$ cat src/rtl/gpio_bank_pkg.sv
package gpio_bank_pkg;
  localparam int BANK_PINS = 32;
  localparam int FN_PINS   = 16;
  localparam int FN_BITS   = 2;
  localparam int ADDR_W    = 3;

  localparam logic [ADDR_W-1:0] A_LEVEL = 3'd0;
  localparam logic [ADDR_W-1:0] A_SET   = 3'd1;
  localparam logic [ADDR_W-1:0] A_CLR   = 3'd2;
  localparam logic [ADDR_W-1:0] A_DIR   = 3'd3;
  localparam logic [ADDR_W-1:0] A_FN_LO = 3'd4;
  localparam logic [ADDR_W-1:0] A_FN_HI = 3'd5;

  // Bit n set for every populated pin below n_present.
  function automatic logic [BANK_PINS-1:0] present_mask(int n_present);
    logic [BANK_PINS-1:0] m;
    m = '0;
    for (int i = 0; i < BANK_PINS; i++) m[i] = (i < n_present);
    return m;
  endfunction

  // Spread a 16-bit pin mask to a 32-bit field mask (2 bits per pin).
  function automatic logic [FN_PINS*FN_BITS-1:0] widen2(logic [FN_PINS-1:0] m);
    logic [FN_PINS*FN_BITS-1:0] w;
    for (int i = 0; i < FN_PINS; i++) w[FN_BITS*i +: FN_BITS] = {FN_BITS{m[i]}};
    return w;
  endfunction
endpackage

$ cat src/rtl/gpio_out_latch.sv
module gpio_out_latch #(
  parameter int W = 32,
  parameter logic [W-1:0] KEEP = '1
) (
  input  logic         clk,
  input  logic         rst_n,
  input  logic         set_we,
  input  logic [W-1:0] set_bits,
  input  logic         clr_we,
  input  logic [W-1:0] clr_bits,
  output logic [W-1:0] q
);
  always_ff @(posedge clk or negedge rst_n) begin
    if (!rst_n)      q <= '0;
    else if (set_we) q <= q | (set_bits & KEEP);
    else if (clr_we) q <= q & ~(clr_bits & KEEP);
  end

  // every present bit written as 1 to the set address is high afterwards
  p_set_hits_r2: assert property (@(posedge clk) disable iff (!rst_n)
    set_we |=> ((q & $past(set_bits & KEEP)) == $past(set_bits & KEEP)));
  // every present bit written as 1 to the clear address is low afterwards
  p_clr_hits_r3: assert property (@(posedge clk) disable iff (!rst_n)
    (clr_we && !set_we) |=> ((q & $past(clr_bits & KEEP)) == '0));
  // zero bits and idle cycles leave the latch alone
  p_hold_r2: assert property (@(posedge clk) disable iff (!rst_n)
    (!set_we && !clr_we) |=> $stable(q));
  p_set_only_up_r2: assert property (@(posedge clk) disable iff (!rst_n)
    set_we |=> ((q & $past(q)) == $past(q)));
endmodule

$ cat src/rtl/gpio_masked_reg.sv
module gpio_masked_reg #(
  parameter int W = 32,
  parameter logic [W-1:0] KEEP = '1,
  parameter logic [W-1:0] RST  = '0
) (
  input  logic         clk,
  input  logic         rst_n,
  input  logic         we,
  input  logic [W-1:0] d,
  output logic [W-1:0] q
);
  localparam logic [W-1:0] RST_K = RST & KEEP;

  always_ff @(posedge clk or negedge rst_n) begin
    if (!rst_n)  q <= RST_K;
    else if (we) q <= d & KEEP;
  end

  // bits outside the kept set never hold a one
  p_absent_zero_r8: assert property (@(posedge clk) disable iff (!rst_n)
    (q & ~KEEP) == '0);
  // a register only moves on its own write strobe
  p_hold_r6: assert property (@(posedge clk) disable iff (!rst_n)
    !we |=> $stable(q));
endmodule

$ cat src/rtl/gpio_func_reg.sv
module gpio_func_reg
  import gpio_bank_pkg::*;
#(
  parameter logic [BANK_PINS-1:0] KEEP = '1,
  parameter logic [BANK_PINS-1:0] INV  = '0
) (
  input  logic                          clk,
  input  logic                          rst_n,
  input  logic [1:0]                    half_we,
  input  logic [FN_PINS*FN_BITS-1:0]    d,
  output logic [BANK_PINS*FN_BITS-1:0]  fn_q,
  output logic [BANK_PINS-1:0]          is_gpio
);
  localparam int HALVES = BANK_PINS / FN_PINS;
  localparam int HW     = FN_PINS * FN_BITS;
  localparam logic [HW-1:0] LOW_BITS = {FN_PINS{2'b01}};

  for (genvar h = 0; h < HALVES; h++) begin : g_half
    localparam logic [HW-1:0] HKEEP = widen2(KEEP[h*FN_PINS +: FN_PINS]);
    localparam logic [HW-1:0] HRST  = widen2(INV[h*FN_PINS +: FN_PINS]) & LOW_BITS;
    gpio_masked_reg #(.W(HW), .KEEP(HKEEP), .RST(HRST)) u_half (
      .clk(clk), .rst_n(rst_n), .we(half_we[h]), .d(d),
      .q(fn_q[h*HW +: HW]));
  end

  for (genvar p = 0; p < BANK_PINS; p++) begin : g_pin
    localparam logic [FN_BITS-1:0] GPIO_CODE = INV[p] ? 2'd1 : 2'd0;
    assign is_gpio[p] = KEEP[p] && (fn_q[FN_BITS*p +: FN_BITS] == GPIO_CODE);
  end

  // a written half reads back its masked data on the next cycle
  p_lo_write_r7: assert property (@(posedge clk) disable iff (!rst_n)
    half_we[0] |=> (fn_q[HW-1:0] == $past(d & widen2(KEEP[FN_PINS-1:0]))));
endmodule

$ cat src/rtl/gpio_bank_sc.sv
module gpio_bank_sc
  import gpio_bank_pkg::*;
#(
  parameter int NPINS = 32,
  parameter logic [31:0] INV_MASK = 32'h0
) (
  input  logic        clk,
  input  logic        rst_n,
  input  logic [2:0]  bus_addr,
  input  logic [31:0] bus_wdata,
  input  logic        bus_we,
  output logic [31:0] bus_rdata,
  input  logic [31:0] pad_in,
  output logic [31:0] pad_oe,
  output logic [31:0] pad_out,
  output logic [63:0] pin_func,
  output logic [31:0] pin_is_gpio
);
  localparam logic [BANK_PINS-1:0] PRESENT = present_mask(NPINS);
  localparam logic [BANK_PINS-1:0] INV     = INV_MASK & PRESENT;
  localparam int HW = FN_PINS * FN_BITS;

  logic we_set, we_clr, we_dir;
  logic [1:0] we_fn;
  logic [BANK_PINS-1:0] latch_q, dir_q;

  assign we_set   = bus_we && (bus_addr == A_SET);
  assign we_clr   = bus_we && (bus_addr == A_CLR);
  assign we_dir   = bus_we && (bus_addr == A_DIR);
  assign we_fn[0] = bus_we && (bus_addr == A_FN_LO);
  assign we_fn[1] = bus_we && (bus_addr == A_FN_HI);

  gpio_out_latch #(.W(BANK_PINS), .KEEP(PRESENT)) u_latch (
    .clk(clk), .rst_n(rst_n),
    .set_we(we_set), .set_bits(bus_wdata),
    .clr_we(we_clr), .clr_bits(bus_wdata),
    .q(latch_q));

  // Reset value puts every pin into input mode under its own polarity.
  gpio_masked_reg #(.W(BANK_PINS), .KEEP(PRESENT), .RST(INV)) u_dir (
    .clk(clk), .rst_n(rst_n), .we(we_dir), .d(bus_wdata), .q(dir_q));

  gpio_func_reg #(.KEEP(PRESENT), .INV(INV)) u_func (
    .clk(clk), .rst_n(rst_n), .half_we(we_fn), .d(bus_wdata),
    .fn_q(pin_func), .is_gpio(pin_is_gpio));

  assign pad_out = latch_q;
  assign pad_oe  = (dir_q ^ INV) & PRESENT;

  always_comb begin
    unique case (bus_addr)
      A_LEVEL: bus_rdata = pad_in & PRESENT;
      A_DIR:   bus_rdata = dir_q;
      A_FN_LO: bus_rdata = pin_func[HW-1:0];
      A_FN_HI: bus_rdata = pin_func[2*HW-1:HW];
      default: bus_rdata = '0;
    endcase
  end

  // write-only strobe addresses read as zero
  p_strobe_read_zero_r4: assert property (@(posedge clk) disable iff (!rst_n)
    ((bus_addr == A_SET) || (bus_addr == A_CLR)) |-> (bus_rdata == '0));
  // unmapped addresses read as zero
  p_unmapped_zero_r10: assert property (@(posedge clk) disable iff (!rst_n)
    (bus_addr > A_FN_HI) |-> (bus_rdata == '0));
  // absent pins never drive
  p_absent_pads_r8: assert property (@(posedge clk) disable iff (!rst_n)
    ((pad_oe | pad_out | pin_is_gpio) & ~PRESENT) == '0);
  // level reads reflect the pads, not the latch
  p_level_read_r5: assert property (@(posedge clk) disable iff (!rst_n)
    (bus_addr == A_LEVEL) |-> ((bus_rdata ^ pad_in) & PRESENT) == '0);
  // a direction write leaves the output latch untouched
  p_dir_keeps_latch_r9: assert property (@(posedge clk) disable iff (!rst_n)
    we_dir |=> $stable(pad_out));
endmodule

$ cat config.mk
export PLATFORM = sky130hd
export DESIGN_NAME = gpio_bank_sc
export DESIGN_NICKNAME = d
export VERILOG_FILES = /design/src/rtl/gpio_bank_pkg.sv /design/src/rtl/gpio_out_latch.sv /design/src/rtl/gpio_masked_reg.sv /design/src/rtl/gpio_func_reg.sv /design/src/rtl/gpio_bank_sc.sv
export SDC_FILE = /design/constraint.sdc
export NUM_CORES = 1
export LEC_CHECK = 0
export ABC_AREA = 1
export ABC_CLOCK_PERIOD_IN_PS = 1100
export BUFFER_PORTS_ARGS = -buffer_cell sky130_fd_sc_hd__buf_2
export CAP_MARGIN = 10
export CORE_ASPECT_RATIO = 1.5
export CORE_MARGIN = 5
export CORE_UTILIZATION = 50
export DETAILED_ROUTE_END_ITERATION = 10
export GPL_ROUTABILITY_DRIVEN = 0
export PLACE_DENSITY = 0.8
export SLEW_MARGIN = 10
export SYNTH_ARGS = -nofsm -noshare
export SYNTH_HDL_FRONTEND = slang
export SYNTH_HIERARCHICAL = 1
export SYNTH_SLANG_ARGS = --single-unit
$ cat constraint.sdc
create_clock -name clk -period 1.1 [get_ports clk]
set_input_delay 0 -clock clk [delete_from_list [all_inputs] [get_ports clk]]
set_output_delay 0 -clock clk [all_outputs]
set_load 0.005 [all_outputs]
==> results of run 1 <==
-- where the power goes --
| group | switching [uW] | internal (uW) |
|---|---|---|
| Clock | 2210 | 3140 |
| Combinational | 3170 | 3520 |
| Sequential | 796 | 5680 |
| Total | 6170 | 12400 |
-- routing by layer --
metal  vias up  track usage (%)
li1       3887                -
met1      4010             34.5
met2       641             54.8
met3       162             6.07
met4         0             16.6
met5         -                0
-- Yosys cell counts --
| cell | number | share of area (%) |
|---|---|---|
| a21oi_1 | 32 | 2.2 |
| inv_8 | 3 | 0.47 |
| dfrtp_1 | 128 | 45 |
| buf_6 | 18 | 2.8 |
| clkbuf_8 | 9 | 1.7 |
| inv_2 | 2 | 0.11 |
| nand3_1 | 64 | 4.5 |
| nor4_2 | 1 | 0.18 |
| nor3_1 | 2 | 0.14 |
| nand2_2 | 31 | 2.7 |
| nor2_8 | 1 | 0.28 |
| buf_2 | 20 | 1.4 |
| nand2_1 | 390 | 21 |
| nor2_1 | 98 | 5.2 |
| buf_4 | 10 | 1.1 |
| buf_12 | 3 | 0.84 |
| nand4_1 | 64 | 5.6 |
| inv_1 | 99 | 5.2 |
| clkbuf_1 | 2 | 0.11 |
-- layout make-up --
cell class	count	area share [%]
clock buffer	18	3.88
multi-input combinational	683	28.5
antenna	2	0.0452
sequential	128	29.0
timing repair buffer	464	31.4
clock inverter	14	1.20
tap	192	2.17
inverter	104	3.76
-- flip-flops by register name, indices dropped and copies added (netlist names) --
signal                  flops
u_func/g_half.u_half/q     64
u_latch/q                  32
u_dir/q                    32
-- worst paths after layout --
check,startpoint,end,cells after the start
setup / recovery,u_func/g_half[1].u_half/q[21],pin_is_gpio[26],3
hold / removal,rst_n,u_func/g_half[1].u_half/q[0],2
setup reg to reg,u_func/g_half[0].u_half/q[25],u_func/g_half[0].u_half/q[25],4
hold reg to reg,u_dir/q[8],u_dir/q[8],2
max in group asynchronous,rst_n,u_dir/q[17],3
min in group clk,bus_we,u_func/g_half[0].u_half/q[18],6
-- stage by stage --
step	cells	utilization [%]	hold WS [ps]
finish	1605	79.1	12.2
global route	1604	79.0	42.7
CTS	1572	73.9	7.54
detailed placement	1404	61.6	-101
global placement	1404	61.6	-102
floorplan	977	-	-296
-- cells in the final DEF (no fill, tap or decap), drive strengths merged --
cell / instances
dlygate4sd3: 33
buf: 431
nand4: 64
clkbuf: 18
nand3: 64
nor4: 1
dfrtp: 128
a21oi: 32
diode: 2
clkinvlp: 3
bufinv: 1
inv: 109
nor3: 2
nor2: 99
clkinv: 5
nand2: 421
-- what timing repair did --
action,CTS,global route
hold buffers,33,0
setup buffers,103,32
endpoints found under the setup margin,34,83
pin swaps,53,46
endpoints found under the hold margin,256,0
resized for setup,20,118
-- cell families (layout without fill, tap and decap cells) --
| group | count (synthesis) | in the layout | synth area share, % |
|---|---|---|---|
| other | 0 | 2 | 0 |
| DFF | 128 | 128 | 44.9 |
| buffers and inverters | 166 | 600 | 13.8 |
| AOI/OAI and AO/OA | 32 | 32 | 2.24 |
| and+or+nand+nor | 651 | 651 | 39.1 |
==> out/metrics.csv, run 1 <==
stage,metric,value,unit
setup_path,critPathMaxStageDelay,420,ps
sta,tightest_slew,457,ps
status,status,finished with violations,
setup_path,required,1100,ps
setup_path,worst-path-buf-inv,2,
route,routed_wl,28500,um
global_route,grt_pass1_vias,8503,
clock_network,path_clk_slew,60,ps
finish,final_nets,1468,
synth,syn_area_per_cell,7.30,um^2
clock_network,clockBufferDepth,2,
min_path,hp-class,primary input to asynchronous set/reset pin,
synth,synth_fp_nets,1047,
finish,syn2layout_area_growth,55.1,%
sta,relSlewSlack,69.5,%
clock_network,cts.sinks,128,
job,max_cap_viol_count,0,
finish,drive_above_1_share,38.3,%
clock_network,clk_latency,400,ps
finish,multiInputGateArea,0.00316,mm^2
sta,hold_viol,0,
power_and_ir_drop,ir_drop,1.09,mV
finish,final-seq-area,0.00321,mm^2
die,rows,53,
sta,rsz0062_at_grt,yes,
sta,fin_crit_sh,117,%
power_and_ir_drop,finalPower,18500,uW
sta,fin_tns_setup,-4470,ps
power_and_ir_drop,power_leakage,0.00624,uW
place,placed_area,0.00862,mm^2
route,post_drt_wl_per_cell,17.8,um
sta,min_period,1290,ps
synth,synth_warnings,6,
clock_network,cts_made_buffers,17,
synth,yosysUniqueCellTypes,19,
setup_path,cp_cell_sequence,buf_6 -> nor2_1 -> buf_2,
route,ant_nets,0,
synth,ys_seq_area_share,44.9,%
route,viasPerCell,5.42,
route,dr_wl_met3,2830,um
setup_path,ff2ff_setup_slack,180,ps
synth,syn_inst,977,
die,die_x,108,um
die,coreArea,0.0140,mm^2
synth,netlist_area,0.00713,mm^2
sta,setup_violations,69,
global_route,grt_max_degree,51,
status,violations,negative setup slack,
sta,fmax,777,MHz
setup_path,crit_type,flop to primary output,
die,start_util,51.0,%
place,hpwl,16200,um
clock_network,ctsHtreeMaxLevel,4,
setup_path,endpoint_kind,primary output,
place,pre_cts_slack,-98.2,ps
route,drt_iter0_drc,823,
route,drc,0,
route,dr_wl_met2,14600,um
setup_path,cp_max_fo,3,
setup_path,startpoint_type,flop,
clock_network,cts_tree,done,
power_and_ir_drop,power_density,1670,mW/mm^2
global_route,gr-total-overflow,0,
place,port_buffers,261,
die,pin_count,262,
setup_path,slowest_stage,dfrtp_1,
global_route,grt_antenna_before_repair,1,
global_route,grt_first_pass_wirelength,41200,um
sta,slew_violations,0,
route,via_count,8700,
synth,ys_seq_elements,128,
setup_path,crit_family,flip-flops,
finish,fillers,866,
global_route,gr-usage-all-layers,30.9,%
finish,final_cell_area,0.0111,mm^2
clock_network,cts-root-buf,clkbuf_16,
die,dieArea,0.0168,mm^2
sta,fin_skew,0,ps
route,dr.pass1.iters,7,
sta,setup_ws,-187,ps
route,highest_layer,met4,
route,drt-met1-wl,9550,um
die,die_y,156,um
setup_path,worst-endpoint-arrival,1290,ps
Power figures use the tool's default switching activity.
==> run 2, diff against run 1 <==
--- a/config.mk
+++ b/config.mk
@@ -8,13 +8,13 @@
 export ABC_AREA = 1
 export ABC_CLOCK_PERIOD_IN_PS = 1100
 export BUFFER_PORTS_ARGS = -buffer_cell sky130_fd_sc_hd__buf_2
-export CAP_MARGIN = 10
 export CORE_ASPECT_RATIO = 1.5
 export CORE_MARGIN = 5
 export CORE_UTILIZATION = 50
 export DETAILED_ROUTE_END_ITERATION = 10
 export GPL_ROUTABILITY_DRIVEN = 0
 export PLACE_DENSITY = 0.8
+export RECOVER_POWER = 100
 export SLEW_MARGIN = 10
 export SYNTH_ARGS = -nofsm -noshare
 export SYNTH_HDL_FRONTEND = slang
==> out/metrics.csv, run 2 (synthesis results as in run 1) <==
stage,metric,value,unit,change
status,status,finished with violations,,unchanged
status,violations,negative setup slack,,unchanged
route,highest_layer,met4,,unchanged
finish,multiInputGateArea,0.00316,mm^2,unchanged
sta,rsz0062_at_grt,yes,,unchanged
route,dr.pass1.iters,6,,was 7
clock_network,clk_latency,400,ps,about the same
min_path,hp-class,primary input to asynchronous set/reset pin,,unchanged
sta,tightest_slew,510,ps,was 457 ps
place,hpwl,16200,um,unchanged
route,dr_wl_met3,2570,um,was 2830 um
power_and_ir_drop,ir_drop,1.08,mV,was 1.09 mV
job,max_cap_viol_count,0,,unchanged
power_and_ir_drop,p_seq_share,35.0,%,about the same
setup_path,crit_type,flop to primary output,,unchanged
route,post_drt_wl_per_cell,17.8,um,about the same
finish,stdcell_count,1605,,unchanged
sta,slew_violations,0,,unchanged
global_route,grt_first_pass_wirelength,41200,um,unchanged
setup_path,cp_max_fo,4,,was 3
route,routed_wl,28500,um,about the same
setup_path,startpoint_type,flop,,unchanged
clock_network,cts.sinks,128,,unchanged
die,coreArea,0.0140,mm^2,unchanged
die,die_x,108,um,unchanged
power_and_ir_drop,power_leakage,0.00624,uW,about the same
route,dr_wl_met2,14600,um,about the same
finish,reg.largest.list,"u_func/g_half.u_half/q (64), u_dir/q (32), u_latch/q (32)",,unchanged
setup_path,required,1100,ps,about the same
clock_network,ctsHtreeMaxLevel,4,,unchanged
power_and_ir_drop,p_switching,6180,uW,was 6170 uW
finish,largest_reg_flops,64,,unchanged
clock_network,clockBufferDepth,2,,unchanged
global_route,grt_max_degree,51,,unchanged
power_and_ir_drop,power_density,1680,mW/mm^2,was 1670 mW/mm^2
die,rows,53,,unchanged
sta,relSlewSlack,66.0,%,was 69.5%
global_route,grt_antenna_before_repair,1,,unchanged
route,drt-met1-wl,9760,um,was 9550 um
power_and_ir_drop,clkPwrFrac,29.0,%,was 28.9%
sta,setup_ws,-172,ps,was -187 ps
global_route,grt_pass1_vias,8503,,unchanged
setup_path,endpoint_kind,primary output,,unchanged
place,port_buffers,261,,unchanged
die,start_util,51.0,%,unchanged
sta,setup_violations,69,,unchanged
power_and_ir_drop,p_int,12300,uW,was 12400 uW
route,drt_iter0_drc,828,,was 823
clock_network,cts_tree,done,,unchanged
place,dpl.cell_count,1404,,unchanged
power_and_ir_drop,power_frac_comb,36.0,%,was 36.1%
finish,largest-register,u_func/g_half.u_half/q,,unchanged
finish,mostFrequentLayoutCells,"387 x nand2_1, 241 x buf_2, 124 x dfrtp_1",,unchanged
finish,utilization,78.9,%,was 79.1%
global_route,gr-usage-all-layers,30.9,%,unchanged
clock_network,cts-root-buf,clkbuf_16,,unchanged
sta,fin_tns_setup,-4750,ps,was -4470 ps
sta,fin_skew,0,ps,unchanged
die,pin_count,262,,unchanged
finish,final-seq-area,0.00321,mm^2,unchanged
clock_network,cts_made_buffers,17,,unchanged
route,ant_nets,0,,unchanged
die,dieArea,0.0168,mm^2,unchanged
sta,fin_crit_sh,116,%,was 117%
finish,final_common_cell,nand2_1,,unchanged
finish,drive_above_1_share,38.3,%,unchanged
finish,syn2layout_area_growth,54.8,%,was 55.1%
route,drc,0,,unchanged
route,viasPerCell,5.41,,was 5.42
global_route,gr-total-overflow,0,,unchanged
sta,hold_viol,0,,unchanged
die,die_y,156,um,unchanged
finish,fillers,870,,was 866
finish,final_nets,1468,,unchanged
clock_network,path_clk_slew,70,ps,was 60 ps
power_and_ir_drop,finalPower,18500,uW,about the same
route,via_count,8684,,was 8700
setup_path,worst-endpoint-arrival,1270,ps,was 1290 ps
sta,fmax,786,MHz,was 777 MHz
power_and_ir_drop,switching_share,33.4,%,was 33.3%
sta,min_period,1270,ps,was 1290 ps
sta,hold_ws,83.2,ps,was 12.2 ps
-- run 2: changes by cell type in the layout (fill, tap and decap cells not counted) --
cell,before,now
buf_4,89,87
clkbuf_4,0,1
buf_12,15,13
clkbuf_2,0,1
buf_6,86,88
-- run 2: final timing paths --
path                                                     from                       endpoint  slack, ps  cells after the start
min in group clk                                       bus_we  u_func/g_half[0].u_half/q[18]        260                      6
worst max-delay path            u_func/g_half[0].u_half/q[21]                  bus_rdata[21]       -170                      5
worst max register to register  u_func/g_half[0].u_half/q[25]  u_func/g_half[0].u_half/q[25]        180                      4
worst min register to register                     u_dir/q[8]                     u_dir/q[8]        510                      2
worst min-delay path                                    rst_n   u_func/g_half[1].u_half/q[0]         80                      2
max in group asynchronous                               rst_n  u_func/g_half[0].u_half/q[22]        150                      3
-- run 2: power groups by stage --
stage | sequential (uW) | combinational (uW) | clock [uW]
floorplan | 6580 | 1750 | 0
global placement | 6660 | 3830 | 0
detailed placement | 6680 | 3940 | 0
CTS | 6340 | 5490 | 5390
global route | 6580 | 7170 | 5620
finish | 6480 | 6670 | 5360
-- run 2: what timing repair did --
item                       CTS  global route
setup endpoints to repair   34            83
resized for setup           20           118
setup buffers              103            32
pin swaps                   53            46
hold buffers                33             0
hold endpoints to repair   256             0
-- run 2: worst max-delay path: stages, from the launching register on --
cell and delay [ps]:
dfrtp_1 440, nand3_1 110, nand2_1 80, inv_1 50
nand2_1 60, buf_2 110
-- run 2: area by class of cell --
type                       count  area share, %
tap                          192           2.18
clock inverter                14           1.20
timing repair buffer         464           31.3
clock buffer                  18           3.89
sequential                   128           29.1
antenna                        2         0.0453
inverter                     104           3.76
multi-input combinational    683           28.6
-- run 2: metal layers --
metal	up-vias	track usage, %
met5	-	0
li1	3886	-
met4	0	16.6
met3	155	6.07
met2	599	54.8
met1	4044	34.5
-- run 2: metrics by stage --
step / worst slack (ps) / area (um^2)
3_5_place_dp: -98.2 / 8620
5_1_grt: -243 / 11000
2_1_floorplan: -3.61 / 7180
6_report: -172 / 11000
4_1_cts: -121 / 10300
3_3_place_gp: -29.5 / 8620
==> run 3, diff against run 2 <==
--- a/config.mk
+++ b/config.mk
@@ -5,7 +5,6 @@
 export SDC_FILE = /design/constraint.sdc
 export NUM_CORES = 1
 export LEC_CHECK = 0
-export ABC_AREA = 1
 export ABC_CLOCK_PERIOD_IN_PS = 1100
 export BUFFER_PORTS_ARGS = -buffer_cell sky130_fd_sc_hd__buf_2
 export CORE_ASPECT_RATIO = 1.5
@@ -13,7 +12,7 @@
 export CORE_UTILIZATION = 50
 export DETAILED_ROUTE_END_ITERATION = 10
 export GPL_ROUTABILITY_DRIVEN = 0
-export PLACE_DENSITY = 0.8
+export PLACE_DENSITY = 0.81
 export RECOVER_POWER = 100
 export SLEW_MARGIN = 10
 export SYNTH_ARGS = -nofsm -noshare
==> out/metrics.csv, run 3 <==
stage,metric,value,unit,change
sta,fin_crit_sh,123,%,was 116%
power_and_ir_drop,ir_drop,1.05,mV,was 1.08 mV
synth,ys_seq_elements,128,,unchanged
synth,synth_top_family_by_area,multiplexers,,was simple AND/OR/NAND/NOR gates
sta,rsz0062_at_grt,yes,,unchanged
global_route,grt_max_degree,59,,was 51
clock_network,cts_made_buffers,17,,unchanged
synth,synth_compound_area_share,9.70,%,was 2.24%
finish,final_nets,965,,was 1468
sta,fmax,741,MHz,was 786 MHz
sta,relSlewSlack,57.3,%,was 66.0%
clock_network,cts_tree,done,,unchanged
setup_path,critPathMaxStageDelay,420,ps,was 440 ps
status,status,finished with violations,,unchanged
power_and_ir_drop,p_switching,5940,uW,was 6180 uW
synth,synth_top_area_cell,dfrtp_1,,unchanged
power_and_ir_drop,clkPwrFrac,30.6,%,was 29.0%
setup_path,crit_family,flip-flops,,unchanged
synth,yosys.area.top_type_share,48.2,%,was 44.9%
route,viasPerCell,5.97,,was 5.41
route,drt_iter0_drc,372,,was 828
finish,drive_above_1_share,61.2,%,was 38.3%
route,via_count,6373,,was 8684
finish,syn2layout_area_growth,55.2,%,was 54.8%
status,violations,negative setup slack,,unchanged
sta,min_period,1350,ps,was 1270 ps
route,routed_wl,25200,um,was 28500 um
finish,largest-register,u_func/g_half.u_half/q,,unchanged
synth,syn_area_per_cell,13.2,um^2,was 7.30 um^2
clock_network,path_clk_slew,60,ps,was 70 ps
place,port_buffers,261,,unchanged
power_and_ir_drop,power_frac_comb,35.6,%,was 36.0%
synth,synth_edf_count,0,,unchanged
power_and_ir_drop,p_int,13900,uW,was 12300 uW
synth,synthMuxAreaShare,26.2,%,was 0%
global_route,gr-usage-all-layers,29.6,%,was 30.9%
power_and_ir_drop,power_leakage,0.00509,uW,was 0.00624 uW
route,ant_nets,0,,unchanged
finish,mostFrequentLayoutCells,"244 x buf_2, 127 x dfrtp_1, 90 x mux2_4",,"was 387 x nand2_1, 241 x buf_2, 124 x dfrtp_1"
die,coreArea,0.0130,mm^2,was 0.0140 mm^2
die,rows,51,,was 53
die,dieArea,0.0157,mm^2,was 0.0168 mm^2
die,pin_count,262,,unchanged
die,start_util,51.1,%,was 51.0%
clock_network,cts-root-buf,clkbuf_16,,unchanged
sta,setup_ws,-250,ps,was -172 ps
clock_network,ctsHtreeMaxLevel,4,,unchanged
clock_network,cts.sinks,128,,unchanged
die,die_x,104,um,was 108 um
setup_path,startpoint_type,flop,,unchanged
sta,hold_viol,0,,unchanged
sta,setup_violations,66,,was 69
finish,largest_reg_flops,64,,unchanged
power_and_ir_drop,p_seq_share,33.8,%,was 35.0%
synth,ys_seq_area_share,48.2,%,was 44.9%
global_route,gr-total-overflow,0,,unchanged
global_route,grt_pass1_vias,6873,,was 8503
setup_path,crit_type,flop to primary output,,unchanged
finish,stdcell_count,1068,,was 1605
synth,netlist_area,0.00665,mm^2,was 0.00713 mm^2
sta,slew_violations,0,,unchanged
die,die_y,151,um,was 156 um
synth,ys.flop_type,dfrtp_1,,unchanged
global_route,grt_first_pass_wirelength,36800,um,was 41200 um
min_path,hp-class,primary input to asynchronous set/reset pin,,unchanged
power_and_ir_drop,switching_share,30.0,%,was 33.4%
setup_path,worst-path-buf-inv,1,,was 2
clock_network,clockBufferDepth,2,,unchanged
synth,synth_most_common_cell,dfrtp_1,,was nand2_1
synth,synth_fp_nets,574,,was 1047
sta,tightest_slew,640,ps,was 510 ps
setup_path,slowest_stage,dfrtp_1,,unchanged
synth,ys_top_cells_by_count,"128 x dfrtp_1, 90 x mux2_4, 34 x a21oi_1",,"was 390 x nand2_1, 128 x dfrtp_1, 99 x inv_1"
finish,fillers,747,,was 870
synth,yosysUniqueCellTypes,25,,was 19
sta,fin_skew,0,ps,unchanged
place,dpl.cell_count,918,,was 1404
setup_path,cp_cell_sequence,mux2i_2 -> o221ai_2 -> buf_2,,was nand3_1 -> nand2_1 -> inv_1 -> nand2_1 -> buf_2
setup_path,cp_max_fo,2,,was 4
finish,final_common_cell,buf_2,,was nand2_1
synth,synthAdderAreaFrac,0,%,unchanged
route,drc,0,,unchanged
global_route,grt_antenna_before_repair,1,,unchanged
synth,synth-async-reset-ratio,100,%,unchanged
place,hpwl,15400,um,was 16200 um
synth,synth_xor_area_share,0,%,unchanged
job,max_cap_viol_count,0,,unchanged
finish,reg.largest.list,"u_func/g_half.u_half/q (64), u_dir/q (32), u_latch/q (32)",,unchanged
finish,final_cell_area,0.0103,mm^2,was 0.0110 mm^2
route,post_drt_wl_per_cell,23.6,um,was 17.8 um
synth,syn_inst,504,,was 977
route,dr.pass1.iters,5,,was 6
place,placed_area,0.00821,mm^2,was 0.00862 mm^2
power_and_ir_drop,power_density,1920,mW/mm^2,was 1680 mW/mm^2
synth,synth_warnings,6,,unchanged
synth,synth_area_leaders,"dfrtp_1 48%, mux2_4 20%, mux2i_1 4.8%, or4b_1 4.8%, o221ai_1 4.2%",,"was dfrtp_1 45%, nand2_1 21%, nand4_1 5.6%, inv_1 5.2%, nor2_1 5.2%"
clock_network,clk_latency,410,ps,was 400 ps
setup_path,required,1100,ps,about the same
setup_path,endpoint_kind,primary output,,unchanged
synth,yosys.area_share.simple,9.38,%,was 39.1%
setup_path,worst-endpoint-arrival,1350,ps,was 1270 ps
-- run 3: cell count changes after synthesis, moves of 31 or more --
cell | before | now
inv_1 | 99 | 0
mux2_4 | 0 | 90
mux2i_1 | 0 | 32
nand2_1 | 390 | 33
nand2_2 | 31 | 0
nand3_1 | 64 | 0
nand4_1 | 64 | 0
nor2_1 | 98 | 33
o221ai_1 | 0 | 32
or4b_1 | 0 | 32
-- run 3: timing repair --
action,in CTS,in global routing
hold buffers,33,0
hold endpoints to repair,256,0
gates cloned,0,0
gates resized for setup,35,103
setup endpoints to repair,36,87
pin swaps,6,18
setup buffers,67,24
-- run 3: metrics by stage --
stage	worst slack, ps	setup TNS, ps	total power (uW)	util [%]	hold WS (ps)
3_5_place_dp	-231	-21000	11500	63.1	-109
2_1_floorplan	-138	-6120	8930	-	-296
6_report	-250	-6700	19800	79.2	93.0
4_1_cts	-261	-6500	18700	75.3	-13.3
3_3_place_gp	-177	-14400	11200	63.1	-113
5_1_grt	-285	-10890	20500	79.2	112
-- run 3: area by class of cell --
cell class	instances	area [um^2]	share of cell area, %
Clock inverter	9	155	1.50
Sequential cell	128	3200	31.1
Tap cell	159	199	1.93
Timing Repair Buffer	418	3020	29.3
Multi-Input combinational cell	329	3250	31.5
Clock buffer	23	478	4.63
Antenna cell	1	2.50	0.0243
Inverter	1	3.75	0.0364
-- run 3: metal layers --
| layer | global-route usage, % | vias to the layer above | part of all wire, % |
|---|---|---|---|
| met3 | 5.97 | 91 | 6.2 |
| met2 | 53.3 | 393 | 54 |
| met1 | 32.6 | 3210 | 35 |
| li1 | - | 2679 | - |
| met5 | 0 | - | 0 |
| met4 | 16.3 | 0 | 4.2 |
-- run 3: power by group through the flow --
stage                     clock network [uW]  logic (uW)  registers (uW)
after global routing                    6310        7450            6790
after global placement                     0        4380            6840
final                                   6060        7040            6700
after CTS                               6050        6020            6590
after detailed placement                   0        4540            6910
after floorplan                            0        2210            6720
-- run 3: worst paths after layout --
kind                       cells after the start  slack (ps)                           from                       endpoint
setup / recovery                               3        -250  u_func/g_half[0].u_half/q[28]                  bus_rdata[28]
hold / removal                                 2          90                          rst_n  u_func/g_half[1].u_half/q[27]
setup reg to reg                               3          50  u_func/g_half[1].u_half/q[13]  u_func/g_half[1].u_half/q[13]
hold reg to reg                                1         540                    u_dir/q[31]                    u_dir/q[31]
max in group asynchronous                      3         120                          rst_n  u_func/g_half[0].u_half/q[10]
min in group clk                               5         270                         bus_we                    u_dir/q[25]
-- run 3: logic make-up (layout without fill, tap and decap cells) --
kind of cell / count (synthesis) / count (layout)
other cells: 0 / 1
flops: 128 / 128
simple gates: 105 / 105
compound gates: 96 / 96
mux: 128 / 128
buf+inv: 47 / 451
